<file path="src/rtl/iocell_pkg.sv">
package iocell_pkg;

  // Variant of a storage-pair path
  typedef enum logic [1:0] {
    PATH_DIRECT = 2'd0,
    PATH_REG    = 2'd1,
    PATH_DDR    = 2'd2
  } pathMode_e;

  // Strobes from the control side to the datapath
  typedef struct packed {
    logic phaseHigh;   // clock is in its high half-period
  } cellStrobe_t;

endpackage

</file>
<file path="src/rtl/iocell_pair.sv">
module iocell_pair
  import iocell_pkg::*;
#(
  parameter int        W         = 2,
  parameter pathMode_e MODE      = PATH_DDR,
  parameter bit        RESET_VAL = 1'b0
) (
  input  logic         clk,
  input  logic         rstN,
  input  logic         phaseHigh,
  input  logic [W-1:0] d1,
  input  logic [W-1:0] d2,
  output logic [W-1:0] q
);

  localparam logic [W-1:0] RST_WORD = {W{RESET_VAL}};

  generate
    if (MODE == PATH_DIRECT) begin : g_direct
      assign q = d1;
    end else if (MODE == PATH_REG) begin : g_reg
      logic [W-1:0] riseQ;
      always_ff @(posedge clk or negedge rstN) begin
        if (!rstN) riseQ <= RST_WORD;
        else       riseQ <= d1;
      end
      assign q = riseQ;
    end else begin : g_ddr
      logic [W-1:0] riseQ;
      logic [W-1:0] holdQ;
      logic [W-1:0] fallQ;
      // both bits are taken at the rising edge
      always_ff @(posedge clk or negedge rstN) begin
        if (!rstN) begin
          riseQ <= RST_WORD;
          holdQ <= RST_WORD;
        end else begin
          riseQ <= d1;
          holdQ <= d2;
        end
      end
      // second bit is retimed to the falling edge before the phase mux
      always_ff @(negedge clk or negedge rstN) begin
        if (!rstN) fallQ <= RST_WORD;
        else       fallQ <= holdQ;
      end
      assign q = phaseHigh ? riseQ : fallQ;
    end
  endgenerate

endmodule

</file>
<file path="src/rtl/iocell_ctrl.sv">
module iocell_ctrl
  import iocell_pkg::*;
#(
  parameter int        W        = 2,
  parameter pathMode_e TRI_MODE = PATH_DDR,
  parameter bit        INV_T1   = 1'b0,
  parameter bit        INV_T2   = 1'b0
) (
  input  logic         clk,
  input  logic         rstN,
  input  logic [W-1:0] t1,
  input  logic [W-1:0] t2,
  output cellStrobe_t  strobe,
  output logic [W-1:0] padOeN
);

  localparam logic [W-1:0] T1_FLIP = {W{INV_T1}};
  localparam logic [W-1:0] T2_FLIP = {W{INV_T2}};

  logic [W-1:0] t1Eff;
  logic [W-1:0] t2Eff;

  assign strobe.phaseHigh = clk;
  assign t1Eff = t1 ^ T1_FLIP;
  assign t2Eff = t2 ^ T2_FLIP;

  // tristate registers come out of reset with the driver off
  iocell_pair #(
    .W        (W),
    .MODE     (TRI_MODE),
    .RESET_VAL(1'b1)
  ) triPair (
    .clk      (clk),
    .rstN     (rstN),
    .phaseHigh(strobe.phaseHigh),
    .d1       (t1Eff),
    .d2       (t2Eff),
    .q        (padOeN)
  );

endmodule

</file>
<file path="src/rtl/iocell_dp.sv">
module iocell_dp
  import iocell_pkg::*;
#(
  parameter int        W        = 2,
  parameter pathMode_e OUT_MODE = PATH_DDR,
  parameter bit        IN_DDR   = 1'b1,
  parameter bit        INV_O1   = 1'b0,
  parameter bit        INV_O2   = 1'b0,
  parameter bit        INV_IN   = 1'b0
) (
  input  logic         clk,
  input  logic         rstN,
  input  cellStrobe_t  strobe,
  input  logic [W-1:0] o1,
  input  logic [W-1:0] o2,
  input  logic [W-1:0] padIn,
  output logic [W-1:0] padData,
  output logic [W-1:0] inDirect,
  output logic [W-1:0] iq1,
  output logic [W-1:0] iq2
);

  localparam logic [W-1:0] O1_FLIP = {W{INV_O1}};
  localparam logic [W-1:0] O2_FLIP = {W{INV_O2}};
  localparam logic [W-1:0] IN_FLIP = {W{INV_IN}};

  logic [W-1:0] o1Eff;
  logic [W-1:0] o2Eff;
  logic [W-1:0] padEff;

  assign o1Eff  = o1 ^ O1_FLIP;
  assign o2Eff  = o2 ^ O2_FLIP;
  assign padEff = padIn ^ IN_FLIP;

  iocell_pair #(
    .W        (W),
    .MODE     (OUT_MODE),
    .RESET_VAL(1'b0)
  ) outPair (
    .clk      (clk),
    .rstN     (rstN),
    .phaseHigh(strobe.phaseHigh),
    .d1       (o1Eff),
    .d2       (o2Eff),
    .q        (padData)
  );

  assign inDirect = padEff;

  always_ff @(posedge clk or negedge rstN) begin
    if (!rstN) iq1 <= '0;
    else       iq1 <= padEff;
  end

  generate
    if (IN_DDR) begin : g_inFall
      always_ff @(negedge clk or negedge rstN) begin
        if (!rstN) iq2 <= '0;
        else       iq2 <= padEff;
      end
    end else begin : g_inRise
      always_ff @(posedge clk or negedge rstN) begin
        if (!rstN) iq2 <= '0;
        else       iq2 <= padEff;
      end
    end
  endgenerate

endmodule

</file>
<file path="src/rtl/iocell_out.sv">
module iocell_out
  import iocell_pkg::*;
#(
  parameter int        W        = 2,
  parameter pathMode_e OUT_MODE = PATH_DDR,
  parameter pathMode_e TRI_MODE = PATH_DDR,
  parameter bit        IN_DDR   = 1'b1,
  parameter bit        INV_O1   = 1'b0,
  parameter bit        INV_O2   = 1'b0,
  parameter bit        INV_T1   = 1'b0,
  parameter bit        INV_T2   = 1'b0,
  parameter bit        INV_IN   = 1'b0
) (
  input  logic         clk,
  input  logic         rstN,
  input  logic [W-1:0] o1,
  input  logic [W-1:0] o2,
  input  logic [W-1:0] t1,
  input  logic [W-1:0] t2,
  input  logic [W-1:0] padIn,
  output logic [W-1:0] padData,
  output logic [W-1:0] padOeN,
  output logic [W-1:0] inDirect,
  output logic [W-1:0] iq1,
  output logic [W-1:0] iq2
);

  cellStrobe_t strobe;

  iocell_ctrl #(
    .W       (W),
    .TRI_MODE(TRI_MODE),
    .INV_T1  (INV_T1),
    .INV_T2  (INV_T2)
  ) ctrl (
    .clk   (clk),
    .rstN  (rstN),
    .t1    (t1),
    .t2    (t2),
    .strobe(strobe),
    .padOeN(padOeN)
  );

  iocell_dp #(
    .W       (W),
    .OUT_MODE(OUT_MODE),
    .IN_DDR  (IN_DDR),
    .INV_O1  (INV_O1),
    .INV_O2  (INV_O2),
    .INV_IN  (INV_IN)
  ) dp (
    .clk     (clk),
    .rstN    (rstN),
    .strobe  (strobe),
    .o1      (o1),
    .o2      (o2),
    .padIn   (padIn),
    .padData (padData),
    .inDirect(inDirect),
    .iq1     (iq1),
    .iq2     (iq2)
  );

endmodule

</file>
<file path="config.mk">
export PLATFORM = sky130hd
export DESIGN_NAME = iocell_out
export DESIGN_NICKNAME = d
export VERILOG_FILES = /design/src/rtl/iocell_pkg.sv /design/src/rtl/iocell_pair.sv /design/src/rtl/iocell_ctrl.sv /design/src/rtl/iocell_dp.sv /design/src/rtl/iocell_out.sv
export SDC_FILE = /design/constraint.sdc
export NUM_CORES = 1
export LEC_CHECK = 0
export ABC_CLOCK_PERIOD_IN_PS = 1300
export BUFFER_PORTS_ARGS = -buffer_cell sky130_fd_sc_hd__buf_2
export CORE_AREA = 5 5 42 44
export CTS_CLUSTER_SIZE = 20
export DETAILED_ROUTE_END_ITERATION = 12
export DIE_AREA = 0 0 47 49
export GPL_ROUTABILITY_DRIVEN = 0
export PLACE_DENSITY = 0.73
export SETUP_SLACK_MARGIN = 0.5
export SLEW_MARGIN = 20
export SYNTH_ARGS = -nofsm -noshare
export SYNTH_HDL_FRONTEND = slang
export SYNTH_SLANG_ARGS = --single-unit
</file>
<file path="constraint.sdc">
create_clock -name clk -period 1.3 [get_ports clk]
set_input_delay 0.195 -clock clk [delete_from_list [all_inputs] [get_ports clk]]
set_output_delay 0.195 -clock clk [all_outputs]
set_load 0.02 [all_outputs]
</file>
Yosys cells after proc, flatten, opt, wreduce, memory -nomap -nowiden
Index checks and enable logic that the tools add are counted.
- bits in registers: 16
- input bits: 12
- output and inout bits: 10
- logic and storage cells: 10
- mux-type cells: 2
- operators by type and width (operator ; count):
    $mux 2 ; 2

Logic depth before layout (Yosys ltp)
- depth after elaboration: 1
- depth in mapped cells: 1
- depth with buffers taken out: 1

Modules after synthesis
A second synthesis with hierarchy kept.
- cells, all modules: 24
- area total of the unflattened synthesis: 479.2 µm²
- modules (own cells, without submodules) (module ; times used ; cells each ; area each (µm²) ; sequential area each (µm²)):
    iocell_pair (ctrl.triPair) ; 1 ; 9 ; 183.9 ; 157.7
    iocell_pair (dp.outPair) ; 1 ; 8 ; 172.7 ; 150.1
    iocell_dp ; 1 ; 6 ; 115.1 ; 100.1
    iocell_ctrl ; 1 ; 1 ; 7.5 ; 0.0

==> impl_metrics.yaml <==
power:
  swShare_pct: 27.8
  p_leak_nw: 0.417
  combinationalPowerShare_pct: 5.6
  powerDensity_nw_per_um2: 1850
  power_frac_clock_pct: 59.4
  peakVddDrop_mv: 0.911
  total_power_mw: 1.54
  p_int_mw: 1.11
  p_sw_uw: 428
  seq_power_share_pct: 35.0
finish:
  final_cell_mix: "buf_2 (13), dlygate4sd3_1 (10), buf_6 (9)"
  fillCellCount: 133
  finish.utilization_pct: 59.3
  num-nets-final: 76
  fin_cells: 79
  drive_gt1_share_pct: 61.9
  syn_to_final_growth_pct: 76.1
  final_common_cell: "buf_2"
  antennaDiodeCount: 0
yosys:
  yosysWarnings: 0
  synth.avg_cell_area_um2: 20.5
  synth_seq_cells: 16
  syn_inst: 23
  ys_seq_area_share_pct: 86.5
  syn_area_um2: 472
  ys_types: 6
  syn-num-nets: 35
worst_setup_path:
  crit_arrival_ns: 1.84
  reg2reg_setup_slack_ns: 0.13
  crit_family: "flip-flops"
  worstPathRequired_ns: 1.11
  crit_fanout: 1
  crit_path_max_incr_delay_ns: 0.50
  worstPathCellList: "mux2_4 > buf_6"
  cp_num_buf_inv: 1
  rr_startpoint: "ctrl.triPair.g_ddr.holdQ[0]$_DFF_PN1_"
  reg2reg_depth: 0
  crit_type: "flop to primary output"
  slowest_stage: "dfstp_2"
  end_kind: "primary output"
  startpoint_type: "flop"
  r2r-end: "ctrl.triPair.g_ddr.fallQ[0]$_DFF_NN1_"
status:
  violations: "negative setup slack"
  outcome: "finished, violations left"
floorplan:
  fp.dieW_um: 47
  die-area_um2: 2300
  die_y_um: 49
  num_rows: 14
  initial_core_util_pct: 33.7
  io_pins: 22
  fp.coreArea_um2: 1400
routing:
  wl_per_cell_um: 11.7
  route.vias.total: 321
  drt-pass1-iter-count: 1
  route.antenna.remaining_nets: 0
  drc_errors: 0
  vias_per_cell: 4.06
  drt_iter0_markers: 0
  drt-total-wl_um: 922
global_routing:
  grt_overflow: 0
  grt_pass1_vias: 379
  antenna_found_initial: 0
  grt_use_total_pct: 10.9
  grt_pass1_wl_mm: 1.37
  grt_max_degree: 13
sta:
  worstMarginPinSlew_ns: 0.163
  setup_viol: 6
  slew_headroom_pct: 89.1
  finalHoldViolCount: 0
  setup_ws_ns: -0.730
  fin_skew_ns: 0.0643
  drv_slew: 0
  fin_tns_setup_ns: -3.74
  rsz0062_at_grt: "yes"
clock_tree:
  cts_tree: "built"
  clock_latency_ns: 0.44
  path_clk_slew_ns: 0.09
place:
  dpl.cell_count: 59
  io_buffers: 21
  dp_hpwl_um: 574
worst_hold_path:
  worstHoldPathType: "primary input to asynchronous set/reset pin"
run:
  cap_violations: 0
-- cells in the mapped netlist (all sizes together) --
| master | number | area share, % |
|---|---|---|
| buf | 2 | 3.2 |
| mux2 | 4 | 9.5 |
| inv | 1 | 0.79 |
| dfstp | 6 | 33 |
| dfrtp | 6 | 32 |
| dfrtn | 4 | 21 |
-- worst max-delay path by stage --
stage                                          startpoint         to  slack (ns)  depth (start not counted)
finish              ctrl.triPair.g_ddr.fallQ[1]$_DFF_NN1_  padOeN[1]       -0.73                          2
global route        ctrl.triPair.g_ddr.fallQ[0]$_DFF_NN1_  padOeN[0]       -0.81                          2
CTS                 ctrl.triPair.g_ddr.fallQ[0]$_DFF_NN1_  padOeN[0]       -0.75                          2
detailed placement  ctrl.triPair.g_ddr.fallQ[0]$_DFF_NN1_  padOeN[0]       -0.30                          2
global placement    ctrl.triPair.g_ddr.fallQ[0]$_DFF_NN1_  padOeN[0]       -0.30                          2
floorplan           ctrl.triPair.g_ddr.fallQ[0]$_DFF_NN1_  padOeN[0]       -0.21                          1
-- stage by stage --
step	setup slack, ns	instance area [µm²]	hold slack [ns]
floorplan	-0.205	487	-0.101
global placement	-0.302	604	0.198
detailed placement	-0.305	604	0.202
CTS	-0.749	825	0.352
global route	-0.807	831	0.0254
finish	-0.730	831	0.0103
-- per-layer routing --
layer  global-route usage, %  wire (µm)
met5                       0          0
met4                    18.0         12
met3                    9.23        111
met2                    12.7        518
met1                    7.29        279
-- state kept, by name (all words and copies together) (netlist names) --
| register | flops |
|---|---|
| ctrl.triPair.g_ddr.holdQ | 2 |
| dp.outPair.g_ddr.holdQ | 2 |
| ctrl.triPair.g_ddr.riseQ | 2 |
| dp.outPair.g_ddr.riseQ | 2 |
| dp.iq1 | 2 |
| ctrl.triPair.g_ddr.fallQ | 2 |
| dp.outPair.g_ddr.fallQ | 2 |
| dp.iq2 | 2 |
-- timing repair --
| item | CTS | global route |
|---|---|---|
| endpoints found under the hold margin | 18 | 0 |
| resized for setup | 16 | 2 |
| pin swaps | 0 | 0 |
| setup endpoints to repair | 12 | 16 |
| hold buffers | 11 | 0 |
| setup buffers | 0 | 0 |
-- power groups by stage --
stage | Combinational, mW | Clock [mW] | Sequential, mW
CTS | 0.0849 | 0.950 | 0.540
global placement | 0.0507 | 0.320 | 0.545
finish | 0.0858 | 0.915 | 0.540
detailed placement | 0.0518 | 0.320 | 0.547
floorplan | 0.00899 | 0.268 | 0.554
global route | 0.0932 | 0.998 | 0.542
-- final cells by class --
type,instances,area [µm²],share of cell area (%)
Clock buffer,12,101,12.2
Tap cell,16,20.0,2.41
Multi-Input combinational cell,4,60.1,7.23
Sequential cell,16,408,49.1
Clock inverter,2,7.51,0.904
Timing Repair Buffer,29,234,28.2
-- kinds of logic (layout without fill, tap and decap cells) --
kind of cell / Yosys count / after routing / synth area share (%)
buffers and inverters: 3 / 43 / 3.98
flip-flops: 16 / 16 / 86.5
multiplexers: 4 / 4 / 9.55
Power figures use the tool's default switching activity.
